$ cat src/rtl/cn_pkg.sv
package cn_pkg;
  function automatic int unsigned sel_width(input int unsigned deg);
    int unsigned w;
    w = 1;
    while ((1 << w) < deg) w++;
    return w;
  endfunction
endpackage

$ cat src/rtl/cn_pair_merge.sv
module cn_pair_merge #(
  parameter int MW = 4,
  parameter int SW = 3
) (
  input  logic [MW-1:0] a_m1,
  input  logic [MW-1:0] a_m2,
  input  logic [SW-1:0] a_idx,
  input  logic [MW-1:0] b_m1,
  input  logic [MW-1:0] b_m2,
  input  logic [SW-1:0] b_idx,
  output logic [MW-1:0] o_m1,
  output logic [MW-1:0] o_m2,
  output logic [SW-1:0] o_idx
);
  // Side a always covers lower indices: a wins ties.
  always_comb begin
    if (b_m1 < a_m1) begin
      o_m1  = b_m1;
      o_idx = b_idx;
      o_m2  = (a_m1 < b_m2) ? a_m1 : b_m2;
    end else begin
      o_m1  = a_m1;
      o_idx = a_idx;
      o_m2  = (b_m1 < a_m2) ? b_m1 : a_m2;
    end
  end
endmodule

$ cat src/rtl/cn_min_tree.sv
module cn_min_tree #(
  parameter int DEG = 6,
  parameter int MW  = 4,
  parameter int SW  = 3
) (
  input  logic [DEG*MW-1:0] mags,
  output logic [MW-1:0]     min1,
  output logic [MW-1:0]     min2,
  output logic [SW-1:0]     sel
);
  localparam int LEAVES = 1 << SW;
  localparam int NODES  = 2 * LEAVES - 1;
  localparam logic [MW-1:0] FULL = '1;

  logic [MW-1:0] n_m1  [NODES];
  logic [MW-1:0] n_m2  [NODES];
  logic [SW-1:0] n_idx [NODES];

  generate
    for (genvar i = 0; i < LEAVES; i++) begin : g_leaf
      if (i < DEG) begin : g_real
        assign n_m1[LEAVES-1+i] = mags[i*MW +: MW];
      end else begin : g_pad
        assign n_m1[LEAVES-1+i] = FULL;
      end
      assign n_m2[LEAVES-1+i]  = FULL;
      assign n_idx[LEAVES-1+i] = SW'(i);
    end
    for (genvar k = 0; k < LEAVES - 1; k++) begin : g_node
      cn_pair_merge #(.MW(MW), .SW(SW)) u_merge (
        .a_m1 (n_m1[2*k+1]), .a_m2(n_m2[2*k+1]), .a_idx(n_idx[2*k+1]),
        .b_m1 (n_m1[2*k+2]), .b_m2(n_m2[2*k+2]), .b_idx(n_idx[2*k+2]),
        .o_m1 (n_m1[k]),     .o_m2(n_m2[k]),     .o_idx(n_idx[k])
      );
    end
  endgenerate

  assign min1 = n_m1[0];
  assign min2 = n_m2[0];
  assign sel  = n_idx[0];
endmodule

$ cat src/rtl/cn_parity.sv
module cn_parity #(
  parameter int DEG = 6
) (
  input  logic [DEG-1:0] signs,
  input  logic           syndrome,
  output logic           parity
);
  assign parity = (^signs) ^ syndrome;
endmodule

$ cat src/rtl/cn_compress.sv
module cn_compress #(
  parameter int DEG     = 6,
  parameter int MW      = 4,
  parameter bit REG_OUT = 1'b1,
  localparam int SW = cn_pkg::sel_width(DEG),
  localparam int LW = MW + 1
) (
  input  logic              clk,
  input  logic              rst,
  input  logic              en,
  input  logic              syndrome,
  input  logic [DEG*LW-1:0] msg_in,
  output logic              parity_q,
  output logic [SW-1:0]     sel_q,
  output logic [MW-1:0]     min1_q,
  output logic [MW-1:0]     min2_q
);
  logic [DEG-1:0]    signs;
  logic [DEG*MW-1:0] mags;
  logic [MW-1:0]     mag_arr [DEG];

  generate
    for (genvar i = 0; i < DEG; i++) begin : g_split
      assign signs[i]            = msg_in[i*LW + MW];
      assign mags[i*MW +: MW]    = msg_in[i*LW +: MW];
      assign mag_arr[i]          = msg_in[i*LW +: MW];
    end
  endgenerate

  logic          c_par;
  logic [SW-1:0] c_sel;
  logic [MW-1:0] c_min1, c_min2;

  cn_parity #(.DEG(DEG)) u_par (
    .signs(signs), .syndrome(syndrome), .parity(c_par)
  );

  cn_min_tree #(.DEG(DEG), .MW(MW), .SW(SW)) u_tree (
    .mags(mags), .min1(c_min1), .min2(c_min2), .sel(c_sel)
  );

  // tree output ordering
  a_r4_min_order: assert property (@(posedge clk) disable iff (rst)
    c_min1 <= c_min2);
  // selector names a real lane
  a_r5_sel_range: assert property (@(posedge clk) disable iff (rst)
    32'(c_sel) < DEG);
  // selected lane carries min1
  a_r3_sel_match: assert property (@(posedge clk) disable iff (rst)
    (32'(c_sel) < DEG) |-> (mag_arr[c_sel] == c_min1));

  generate
    for (genvar i = 0; i < DEG; i++) begin : g_chk
      // no lane undercuts min1
      a_r2_no_smaller: assert property (@(posedge clk) disable iff (rst)
        c_min1 <= mag_arr[i]);
    end

    if (REG_OUT) begin : g_reg
      always_ff @(posedge clk) begin
        if (rst) begin
          parity_q <= 1'b0;
          sel_q    <= '0;
          min1_q   <= '0;
          min2_q   <= '0;
        end else if (en) begin
          parity_q <= c_par;
          sel_q    <= c_sel;
          min1_q   <= c_min1;
          min2_q   <= c_min2;
        end
      end

      // load on strobe
      a_r6_load: assert property (@(posedge clk) disable iff (rst)
        ($past(en) && !$past(rst)) |->
          (parity_q == $past(c_par) && sel_q == $past(c_sel) &&
           min1_q == $past(c_min1) && min2_q == $past(c_min2)));
      // hold without strobe
      a_r7_hold: assert property (@(posedge clk) disable iff (rst)
        (!$past(en) && !$past(rst)) |->
          ($stable(parity_q) && $stable(sel_q) &&
           $stable(min1_q) && $stable(min2_q)));
      // cleared after reset
      a_r8_reset_clear: assert property (@(posedge clk) disable iff (rst)
        $past(rst) |-> (!parity_q && sel_q == '0 &&
                        min1_q == '0 && min2_q == '0));
    end else begin : g_comb
      assign parity_q = c_par;
      assign sel_q    = c_sel;
      assign min1_q   = c_min1;
      assign min2_q   = c_min2;
    end
  endgenerate
endmodule

$ cat config.mk
export PLATFORM = sky130hd
export DESIGN_NAME = cn_compress
export DESIGN_NICKNAME = d
export VERILOG_FILES = /design/src/rtl/cn_pkg.sv /design/src/rtl/cn_pair_merge.sv /design/src/rtl/cn_min_tree.sv /design/src/rtl/cn_parity.sv /design/src/rtl/cn_compress.sv
export SDC_FILE = /design/constraint.sdc
export NUM_CORES = 1
export LEC_CHECK = 0
export ABC_AREA = 1
export BUFFER_PORTS_ARGS = -buffer_cell sky130_fd_sc_hd__buf_2
export CORE_MARGIN = 2
export CORE_UTILIZATION = 55
export CTS_CLUSTER_SIZE = 28
export DETAILED_ROUTE_END_ITERATION = 16
export GPL_TIMING_DRIVEN = 0
export HOLD_SLACK_MARGIN = 0.02
export PLACE_DENSITY = 0.81
export SLEW_MARGIN = 10
export SYNTH_ARGS = -nofsm -noshare
export SYNTH_HDL_FRONTEND = slang
export SYNTH_SLANG_ARGS = --single-unit
$ cat constraint.sdc
create_clock -name clk -period 8 [get_ports clk]
set_input_delay 0.8 -clock clk [delete_from_list [all_inputs] [get_ports clk]]
set_output_delay 0.8 -clock clk [all_outputs]
set_load 0.05 [all_outputs]
### Word-level counts from Yosys, hierarchy flattened

Index checks and enable logic that the tools add are counted.
Widths: inputs -> output; s select.

| storage, ports and cells | value |
|---|---|
| register bits | 12 |
| latch bits | 0 |
| memory bits (writable) | 0 |
| memory bits (read-only) | 0 |
| input port bits | 34 |
| memories | 0 |

| cells by class | value |
|---|---|
| add/sub/neg operators | 0 |
| multiply operators | 0 |
| divide/modulo/power cells | 0 |
| magnitude comparators | 18 |
| eq/ne operators | 0 |
| shift-type cells | 0 |
| multiplexer cells | 30 |
| bitwise operators | 1 |
| reductions and logical operators | 1 |

Operators with widths:

| cell | count |
|---|---|
| $mux 4 | 24 |
| $lt 4x4->1 | 9 |
| $lt 4x4->1 const B | 7 |
| $lt 4x4->1 const A | 2 |
| $reduce_xor 6->1 | 1 |
| $mux 2 | 2 |
| $mux 1 | 3 |
| $mux 3 | 1 |
| $xor 1x1->1 | 1 |

### Depth between registers and ports, before layout

Gate-level depths: netlist of the first run.

| logic depth | value |
|---|---|
| depth in word-level cells | 9 |
| gate-level depth with buffers | 29 |
| depth with buffers taken out | 27 |

### Modules after synthesis

A second synthesis of the first run with hierarchy kept.

| unflattened totals | value |
|---|---|
| cell total of the unflattened synthesis | 797 |
| area total of the unflattened synthesis | 4386.7 µm² |

By module, submodules not included:

| module | instances | cells each | area each (µm²) | seq. area each (µm²) |
|---|---|---|---|---|
| cn_pair_merge | 7 | 98 | 536.8 | 0.0 |
| cn_compress | 1 | 76 | 496.7 | 240.2 |
| cn_parity | 1 | 33 | 125.1 | 0.0 |
| cn_min_tree | 1 | 2 | 7.5 | 0.0 |

### Worst setup path before layout of the first run

Ideal clock, no wire load.

| timing path | value |
|---|---|
| kind | in2reg |
| start | input port msg_in[13] |
| end | register min2_q[3] |
| library setup time | 117 ps |
| data arrival time | 3849 ps |
| data required time | 7883 ps |
| path slack | 4034 ps |
| stages | 21 |
| buffers on the path | 2 |
| cells stage by stage | inv_1 ha_1 a21oi_4 nand2_4 buf_6 o21ai_0 inv_1 ha_1 nand2_1 a21oi_2 nand2_2 nand2_2 buf_6 mux2i_1 ha_1 a21oi_1 o21ai_0 nand2_1 nand3_1 o211ai_1 inv_1 |

| between the ends | value |
|---|---|
| cells in the longest elaborated chain, start to end | 9 |
| elaborated cells between the ends (all ways) | 18 |
| those cells by class | order compare: 8; mux: 10 |

Ends and longest elaborated chain:

| element | RTL line | RTL |
|---|---|---|
| from (decl) | cn_compress.sv:12 | `input logic [DEG*LW-1:0] msg_in,` |
| $lt 4x4->1 | cn_pair_merge.sv:20 | `o_m2 = (a_m1 < b_m2) ? a_m1 : b_m2;` |
| $mux 4 | cn_pair_merge.sv:20 |  |
| $mux 4 | cn_pair_merge.sv:17 | `if (b_m1 < a_m1) begin` |
| $lt 4x4->1 | cn_pair_merge.sv:20 |  |
| $mux 4 | cn_pair_merge.sv:20 |  |
| $mux 4 | cn_pair_merge.sv:17 |  |
| $lt 4x4->1 | cn_pair_merge.sv:24 | `o_m2 = (b_m1 < a_m2) ? b_m1 : a_m2;` |
| $mux 4 | cn_pair_merge.sv:24 |  |
| $mux 4 (*) | cn_pair_merge.sv:17 |  |
| to (signal assigned) | cn_compress.sv:70 | `min2_q <= c_min2;` |
| to (decl) | cn_compress.sv:16 | `output logic [MW-1:0] min2_q` |

Every way passes the cells marked *; elsewhere a longest branch is shown, timed or not.
A chain may end at the register's enable or synchronous reset.

### Worst setup path in the final report of the first run

Same ends and word-level chain as after synthesis.

==> results of run 1 <==
[flip-flops by register name, indices dropped and copies added, names as in the netlist]
name and count:
parity_q 1, min2_q 4, sel_q 3, min1_q 4
[cell type report]
class | count | area (µm²)
clock buffers | 4 | 36.3
flip-flops and latches | 12 | 240
well taps | 46 | 57.6
fillers | 339 | 1090
plain buffers | 6 | 52.6
repair buffers | 45 | 225
inverters | 55 | 209
multi-input cells | 246 | 1500
[where the power goes]
group	switching [W]	total, W	leakage, nW	internal [W]
sequential	0.00000380	0.0000723	0.0993	0.0000685
combinational	0.000188	0.000287	1.21	0.0000991
clock	0.0000226	0.0000503	0.0210	0.0000277
[through the flow]
stage | setup slack (ns) | std cells | total power, W | utilization, %
after floorplan | 4.03 | 319 | 0.000297 | -
after global placement | 3.55 | 410 | 0.000350 | 66.9
after detailed placement | 3.46 | 410 | 0.000358 | 66.9
after CTS | 3.76 | 414 | 0.000408 | 68.0
after global routing | 3.35 | 414 | 0.000450 | 68.0
final | 3.74 | 414 | 0.000410 | 68.0
[worst max-delay path, cell delays in order]
cell	delay (ns)
buf_2	0.10
inv_1	0.05
ha_1	0.34
a21oi_4	0.24
nand2_4	0.09
buf_6	0.14
o21ai_0	0.29
inv_1	0.15
ha_1	0.31
nand2_1	0.06
a21oi_2	0.11
nand2_2	0.08
nand2_2	0.09
buf_6	0.15
mux2i_1	0.31
ha_1	0.30
a21oi_1	0.39
o21ai_0	0.16
nand2_1	0.08
nand3_1	0.06
o211ai_1	0.09
inv_1	0.05
[worst max path at each step]
stage	end	slack, ns	depth (start not counted)
4_1_cts	min2_q[3]$_SDFFE_PP0P_	3.76	22
2_1_floorplan	min2_q[3]$_SDFFE_PP0P_	4.03	21
3_3_place_gp	min2_q[3]$_SDFFE_PP0P_	3.55	22
3_5_place_dp	min2_q[3]$_SDFFE_PP0P_	3.46	22
5_1_grt	min2_q[3]$_SDFFE_PP0P_	3.35	22
6_report	min2_q[3]$_SDFFE_PP0P_	3.74	22
[logic make-up (layout without fill, tap and decap cells)]
group / Yosys count / in the layout
simple gates: 141 / 141
compound gates: 65 / 65
buf+inv: 61 / 110
fa+ha+maj: 32 / 32
flops: 12 / 12
xor+xnor: 6 / 6
mux: 2 / 2
[placed cells by master, fill, tap and decap left out]
master     n
a21oi_1   25
a21oi_2    3
a21oi_4    2
buf_2     45
buf_6      4
clkbuf_1   2
clkbuf_4   3
clkbuf_8   1
clkinv_1   2
dfxtp_1   12
ha_1      32
inv_1     50
inv_2      2
inv_4      1
mux2i_1    2
nand2_1   76
nand2_2   14
nand2_4    5
nand3_1   25
nand3_2    2
nor2_1    19
o211ai_1   4
o21a_1     1
o21ai_0   22
o21ai_1    5
o21ai_2    3
xnor2_1    3
xor2_1     3
[layer usage]
metal,global-route usage [%],vias up
met2,41.8,55
met1,30.3,947
met5,0,-
li1,-,1125
met3,2.82,3
met4,2.39,0
==> flow_summary.ini, run 1 <==
[floorplan]
start_util_pct = 58.6
dieArea_um2 = 4140
coreArea_um2 = 3420
io_pins = 46
die_width_um = 64.4
fp-row-count = 21
die_h_um = 64.4

[sta]
hold_viol = 0
maxSlewViolCount = 0
period_needed_ns = 4.26
fmax_mhz = 235
finClkSkew_ns = 0
hold_slack_ns = 0.473
min_period_over_period_pct = 53.3
rsz0062_at_grt = false
finalSetupViolations = 0
setup_tns_ns = 0
worst_slew_pin_slew_ns = 0.706
relSlewSlack_pct = 52.5

[global_route]
antenna_found_initial = 0
grt_pass1_vias = 1960
grt.overflow.total = 0
grt_max_degree = 11
grt_pass1_wl_um = 7870
grtUsageTotal_pct = 23.1

[setup_path]
arrival_ns = 4.45
critPathCaptureType = register
start_kind = input port
cp-startpoint = msg_in[13]
regToRegSetupSlack_ns = 7.35
crit_type = input port to register
r2r-end = min2_q[1]$_SDFFE_PP0P_
reg2reg_depth = 2
crit_required_ns = 8.18
crit_fanout = 10
timing.rr.start = min2_q[1]$_SDFFE_PP0P_

[synth]
async_flop_share_pct = 0
synthFlopType = dfxtp_1
synth_common_cells = nand2_1 (76), inv_1 (50), ha_1 (32)
post_synth_num_cell_types = 25
synth_area_leader_cell = ha_1
yosysMostFrequentCell = nand2_1
synth-warning-count = 0
yosys.area_share.simple_pct = 32.2
synth_mux_area_share_pct = 0.999
synth.net_count = 385
synth-edff-count = 0
synth_xor_area_share_pct = 2.62
yosys-top-cells-area = ha_1 (20%), nand2_1 (14%), dfxtp_1 (12%)
synth_compound_area_share_pct = 19.1
synth_cells = 319
synth.avg_cell_area_um2 = 6.28
yosys.area_share.adder_pct = 20.0
ys_ff_latch = 12
synth_top_family_by_area = simple AND/OR/NAND/NOR gates
yosysSeqAreaShare_pct = 12.0
syn_area_um2 = 2000
yosysTopAreaCellShare_pct = 20.0

[clock_tree]
cts_resized = 0
htreeDepth = 1
cts_buffer_depth = 2
path_clk_slew_ns = 0.08
holdBufCountCts = 0
cts_root_buffer = clkbuf_4
numCtsBuffers = 3
cts_tree = done
clk_latency_ns = 0.28
post_cts_buffers = 0
cts_sinks = 12

[power]
power.density_nw_per_um2 = 176
p_leak_nw = 1.33
ir_drop_v = 0.000113

[finish]
drive_gt1_share_pct = 23.1
area_growth_pct = 15.9
nets = 435
final_area_um2 = 2320
antenna_cells = 0

[route]
first_pass_iters = 4
dr_wl_met3_um = 202
drc = 0
drtIter0Drc = 101
drt-met1-wl_um = 2220
route.met2.wl_um = 2090
final_antenna_net_count = 0
via_per_inst = 5.14
post_drt_wl_per_cell_um = 10.9
via_count = 2130
drt-total-wl_um = 4530
top_layer = met4

[worst_hold_path]
min_from = sel_q[1]$_SDFFE_PP0P_
whs_path_depth = 2
hp-class = register to register
hold_end = sel_q[1]$_SDFFE_PP0P_

[placed_design]
gp_congestion = 0.922
dp_hpwl_um = 3810
place_area_um2 = 2290
port_buffers = 45

[run]
max_cap_viol_count = 0

[status]
status = finished, final reports clean
Power figures use the tool's default switching activity.
==> inputs of run 2 (changes only) <==
--- a/config.mk
+++ b/config.mk
@@ -8,12 +8,12 @@
 export ABC_AREA = 1
 export BUFFER_PORTS_ARGS = -buffer_cell sky130_fd_sc_hd__buf_2
 export CORE_MARGIN = 2
-export CORE_UTILIZATION = 55
+export CORE_UTILIZATION = 50
 export CTS_CLUSTER_SIZE = 28
 export DETAILED_ROUTE_END_ITERATION = 16
 export GPL_TIMING_DRIVEN = 0
 export HOLD_SLACK_MARGIN = 0.02
-export PLACE_DENSITY = 0.81
+export PLACE_DENSITY = 0.78
 export SLEW_MARGIN = 10
 export SYNTH_ARGS = -nofsm -noshare
 export SYNTH_HDL_FRONTEND = slang
==> constraint.sdc (replaced) <==
create_clock -name clk -period 3.6 [get_ports clk]
set_input_delay 0.36 -clock clk [delete_from_list [all_inputs] [get_ports clk]]
set_output_delay 0.36 -clock clk [all_outputs]
set_load 0.05 [all_outputs]
==> run 2 against run 1 <==
Wire length is 0.24% higher. Via count is 0.42% higher. Critical endpoint unchanged. Total power is 140% higher. Sequential share of layout area is 0.53 points lower. Clock power grew to 2.9 times the previous value. Combinational power is 140% higher. Sequential cell count stayed put. Count of clock-buffer cells in the layout stayed put. Register-to-register slack worse by 4.5 ns.
==> flow_summary.ini, run 2 (synthesized netlist as in run 1, its figures left out) <==
[status]
status = finished, final reports clean

[power]
power.density_nw_per_um2 = 402
p_leak_nw = 1.38
seq_power_share_pct = 16.5
power_frac_clock_pct = 14.8
swShare_pct = 49.6
comb_power_share_pct = 68.7
ir_drop_v = 0.000164
p_int_w = 0.000497
switchingPower_w = 0.000489

[clock_tree]
holdBufCountCts = 0
cts_tree = done
htreeDepth = 1
cts_sinks = 12
numCtsBuffers = 3
clk_latency_ns = 0.24
cts_root_buffer = clkbuf_8
cts_buffer_depth = 2
path_clk_slew_ns = 0.05

[placed_design]
port_buffers = 45
dp.cells = 414
gp_congestion = 0.883
dp_hpwl_um = 3680
dp_slack_ns = -0.458
place_area_um2 = 2290

[setup_path]
cpMaxStageDelayCell = ha_4
critPathCaptureType = register
arrival_ns = 3.48
crit_type = input port to register
timing.rr.start = parity_q$_SDFFE_PP0P_
crit_path_frequent_cell = nand2_1
regToRegSetupSlack_ns = 2.85
max_stage_delay_ns = 0.28
cp-startpoint = msg_in[13]
crit_required_ns = 3.73
start_kind = input port
crit_fanout = 10

[sta]
finalSetupViolations = 0
fin_ws_ns = 0.253
period_needed_ns = 3.35
rsz0062_at_grt = false
relSlewSlack_pct = 56.3
worst_slew_pin_slew_ns = 0.649
hold_viol = 0
fmax_mhz = 299
min_period_over_period_pct = 93.0
maxSlewViolCount = 0
finClkSkew_ns = 0

[finish]
multiInputGateArea_um2 = 1560
fill_cells = 406
final_area_um2 = 2450
drive_gt1_share_pct = 27.3
stdcell_count = 424
reg_top3 = min1_q: 4 flops, min2_q: 4 flops, sel_q: 3 flops
antenna_cells = 0
area_growth_pct = 22.2
nets = 441
mostFrequentLayoutCells = nand2_1 (76), inv_1 (48), buf_2 (45)
regArea_um2 = 240
final_common_cell = nand2_1

[global_route]
grt_pass1_vias = 1783
grt.overflow.total = 0
grt_max_degree = 11
grt_pass1_wl_um = 7220
antenna_found_initial = 0
grtUsageTotal_pct = 20.0

[worst_hold_path]
hp-class = input port to register
min_from = rst

[route]
via_count = 2139
via_per_inst = 5.04
drc = 0
first_pass_iters = 4
drtIter0Drc = 63
final_antenna_net_count = 0
post_drt_wl_per_cell_um = 10.7
drt-total-wl_um = 4540

[floorplan]
fp-row-count = 23
coreArea_um2 = 3910
io_pins = 46
die_width_um = 67.3
start_util_pct = 51.2
dieArea_um2 = 4530
die_h_um = 67.3

[run]
max_cap_viol_count = 0
-- run 2: final timing paths --
path	cells past startpoint	end
worst max register to register	2	parity_q$_SDFFE_PP0P_
worst min-delay path	2	min1_q[2]$_SDFFE_PP0P_
worst min register to register	2	min1_q[1]$_SDFFE_PP0P_
worst max-delay path	27	min2_q[3]$_SDFFE_PP0P_
-- run 2: per-layer routing --
metal / share of wire, % / GRT usage, % / vias up
met5: 0 / 0 / -
li1: - / - / 1137
met3: 2.2 / 2.83 / 2
met2: 52 / 38.2 / 31
met4: 0.29 / 3.83 / 0
met1: 45 / 23.5 / 969
-- run 2: metrics by stage --
stage          TNS (ns)  total power [W]  hold WS (ns)  utilization [%]
4_1_cts               0         0.000941         0.343             60.1
6_report              0         0.000985         0.347             62.6
2_1_floorplan         0         0.000661         0.422                -
3_3_place_gp      -2.45         0.000776         0.451             58.5
3_5_place_dp      -2.80         0.000789         0.455             58.5
5_1_grt               0          0.00108         0.360             62.6
-- run 2: layout make-up --
type,count,share of cell area [%]
multi-input combinational,246,63.5
timing repair buffer,51,11.0
sequential,12,9.81
inverter,55,8.53
tap,50,2.55
buffer,6,2.30
clock buffer,4,2.25
-- run 2: worst max-delay path, delay by kind of cell --
| family | cells | cell delay (ns) |
|---|---|---|
| buffers and inverters | 10 | 0.91 |
| AND/OR/NAND/NOR | 10 | 0.81 |
| adder cells (fa/ha/maj) | 3 | 0.74 |
| AO/OA/AOI/OAI | 4 | 0.65 |
-- run 2: repair_timing --
item                                    in CTS  in global routing
gates resized for setup                      3                 13
gates cloned                                 0                  0
endpoints found under the setup margin       7                  9
buffers inserted                             0                  6
pin swaps                                    0                  2
-- run 2: power groups by stage --
| stage | Sequential (W) | Clock (W) | Combinational [W] |
|---|---|---|---|
| 2_1_floorplan | 0.000232 | 0 | 0.000429 |
| 4_1_cts | 0.000162 | 0.000147 | 0.000631 |
| 3_3_place_gp | 0.000164 | 0 | 0.000612 |
| 3_5_place_dp | 0.000164 | 0 | 0.000625 |
| 5_1_grt | 0.000164 | 0.000155 | 0.000759 |
| 6_report | 0.000162 | 0.000146 | 0.000677 |
==> inputs of run 3 (changes only) <==
--- a/config.mk
+++ b/config.mk
@@ -7,7 +7,6 @@
 export LEC_CHECK = 0
 export ABC_AREA = 1
 export BUFFER_PORTS_ARGS = -buffer_cell sky130_fd_sc_hd__buf_2
-export CORE_MARGIN = 2
 export CORE_UTILIZATION = 50
 export CTS_CLUSTER_SIZE = 28
 export DETAILED_ROUTE_END_ITERATION = 16
==> run 3 against run 2 <==
Sequential share of layout area increased by 0.14 points. Sequential cell count unchanged. Die area shrank 5.9%. Cell count fell by 1.2%.
==> flow_summary.ini, run 3 (synthesized netlist as in run 1, its figures left out) <==
[power]
p_total_w = 0.000959
comb_power_share_pct = 71.0
swShare_pct = 50.9
power.density_nw_per_um2 = 397
power_frac_clock_pct = 12.2
p_leak_nw = 1.36
p_int_w = 0.000471
switchingPower_w = 0.000488
seq_power_share_pct = 16.8
ir_drop_v = 0.000172

[placed_design]
dp_hpwl_um = 3730
dp_slack_ns = -0.487
gp_congestion = 0.900
place_area_um2 = 2290
port_buffers = 45

[sta]
hold_viol = 0
fin_ws_ns = 0.317
min_period_over_period_pct = 91.2
rsz0062_at_grt = false
finalSetupViolations = 0
relSlewSlack_pct = 52.9
finClkSkew_ns = 0
fmax_mhz = 305
maxSlewViolCount = 0
worst_slew_pin_slew_ns = 0.699
period_needed_ns = 3.28
setup_tns_ns = 0

[setup_path]
arrival_ns = 3.41
critPathCaptureType = register
r2r-end = parity_q$_SDFFE_PP0P_
cp-startpoint = msg_in[3]
max_stage_delay_ns = 0.32
path_depth = 22
crit_fanout = 10
crit_type = input port to register
cp_num_buf_inv = 5
crit_family = adder cells
reg2reg_depth = 2
regToRegSetupSlack_ns = 2.95
start_kind = input port
worstPathCellList = buf_2, inv_1, ha_1, a21oi_2, nand2_4, buf_6, nand2_1, o21ai_2, ha_1, nand2_1, a21oi_2, nand2_2, nand2_4, buf_8, mux2i_2, ha_1, a21oi_4, o21ai_0, nand2_1, nand3_1, o211ai_1, inv_1
cpMaxStageDelayCell = ha_1
endpoint = min2_q[3]$_SDFFE_PP0P_
timing.rr.start = parity_q$_SDFFE_PP0P_
crit_required_ns = 3.73

[floorplan]
fp-row-count = 22
io_pins = 46
die_h_um = 65.3
start_util_pct = 53.5
dieArea_um2 = 4260
die_width_um = 65.3
coreArea_um2 = 3740

[route]
drc = 0
drt-total-wl_um = 4610
first_pass_iters = 4
drtIter0Drc = 108
post_drt_wl_per_cell_um = 11.0
final_antenna_net_count = 0
via_per_inst = 5.04
via_count = 2112

[clock_tree]
cts_sinks = 12
holdBufCountCts = 0
cts_tree = done
clk_latency_ns = 0.24
cts_root_buffer = clkbuf_8
htreeDepth = 1
path_clk_slew_ns = 0.05
numCtsBuffers = 3
cts_buffer_depth = 2

[finish]
multiInputGateArea_um2 = 1560
regArea_um2 = 240
antenna_cells = 0
drive_gt1_share_pct = 27.0
area_growth_pct = 20.5
final_area_um2 = 2410
nets = 439
post-route-util_pct = 64.5
final_common_cell = nand2_1
reg_top3 = min1_q: 4 flops, min2_q: 4 flops, sel_q: 3 flops
mostFrequentLayoutCells = nand2_1 (76), inv_1 (48), buf_2 (45)
fill_cells = 360

[status]
status = finished, final reports clean

[run]
max_cap_viol_count = 0

[global_route]
grt_pass1_vias = 1837
grtUsageTotal_pct = 22.0
grt_max_degree = 11
antenna_found_initial = 0
grt_pass1_wl_um = 7480
grt.overflow.total = 0

[worst_hold_path]
hp-class = input port to register
## run 3: changes by cell type in the layout (fill, tap and decap cells not counted)
cell      change
a21oi_2       +1
buf_4         -1
o21ai_2       +1
nand2_4       +1
o21ai_4       -1
nand2_2       -1
a21oi_1       -1
clkbuf_8      -1
buf_6         -1
## run 3: power by group through the flow
stage | registers (W) | logic, W | clock network, W
floorplan | 0.000232 | 0.000429 | 0
global placement | 0.000163 | 0.000616 | 0
detailed placement | 0.000164 | 0.000631 | 0
CTS | 0.000161 | 0.000642 | 0.000120
global route | 0.000163 | 0.000755 | 0.000130
finish | 0.000161 | 0.000680 | 0.000117
## run 3: what timing repair did
| item | CTS | global route |
|---|---|---|
| pin swaps | 1 | 3 |
| gates cloned | 0 | 0 |
| buffers inserted | 1 | 4 |
| endpoints found under the setup margin | 9 | 11 |
| gates resized for setup | 5 | 12 |
## run 3: metal layers
| metal | track usage [%] | vias up | wire, µm |
|---|---|---|---|
| met4 | 3.26 | 0 | 17 |
| met5 | 0 | - | 0 |
| met2 | 38.0 | 39 | 2200 |
| li1 | - | 1133 | - |
| met1 | 28.4 | 938 | 2240 |
| met3 | 4.51 | 2 | 154 |
## run 3: through the flow
stage                     cells  hold WS (ns)
after floorplan             319         0.422
after global placement      412         0.452
after CTS                   416         0.355
final                       419         0.356
after global routing        419         0.371
after detailed placement    412         0.457
## run 3: layout make-up
cell class | instances | share of cell area [%]
inverter | 55 | 8.65
sequential | 12 | 9.95
clock buffer | 3 | 1.71
timing repair buffer | 50 | 10.9
buffer | 5 | 1.87
tap | 48 | 2.49
multi-input combinational | 246 | 64.5
## run 3: worst min-delay path by stage
stage                          start                      to  slack [ns]  depth (start not counted)
5_1_grt                          rst  min1_q[2]$_SDFFE_PP0P_        0.37                          2
4_1_cts                          rst  min1_q[2]$_SDFFE_PP0P_        0.35                          2
2_1_floorplan                    rst  min1_q[2]$_SDFFE_PP0P_        0.42                          1
3_5_place_dp   sel_q[1]$_SDFFE_PP0P_   sel_q[1]$_SDFFE_PP0P_        0.46                          2
6_report                         rst  min1_q[2]$_SDFFE_PP0P_        0.36                          2
3_3_place_gp   sel_q[0]$_SDFFE_PP0P_   sel_q[0]$_SDFFE_PP0P_        0.45                          2
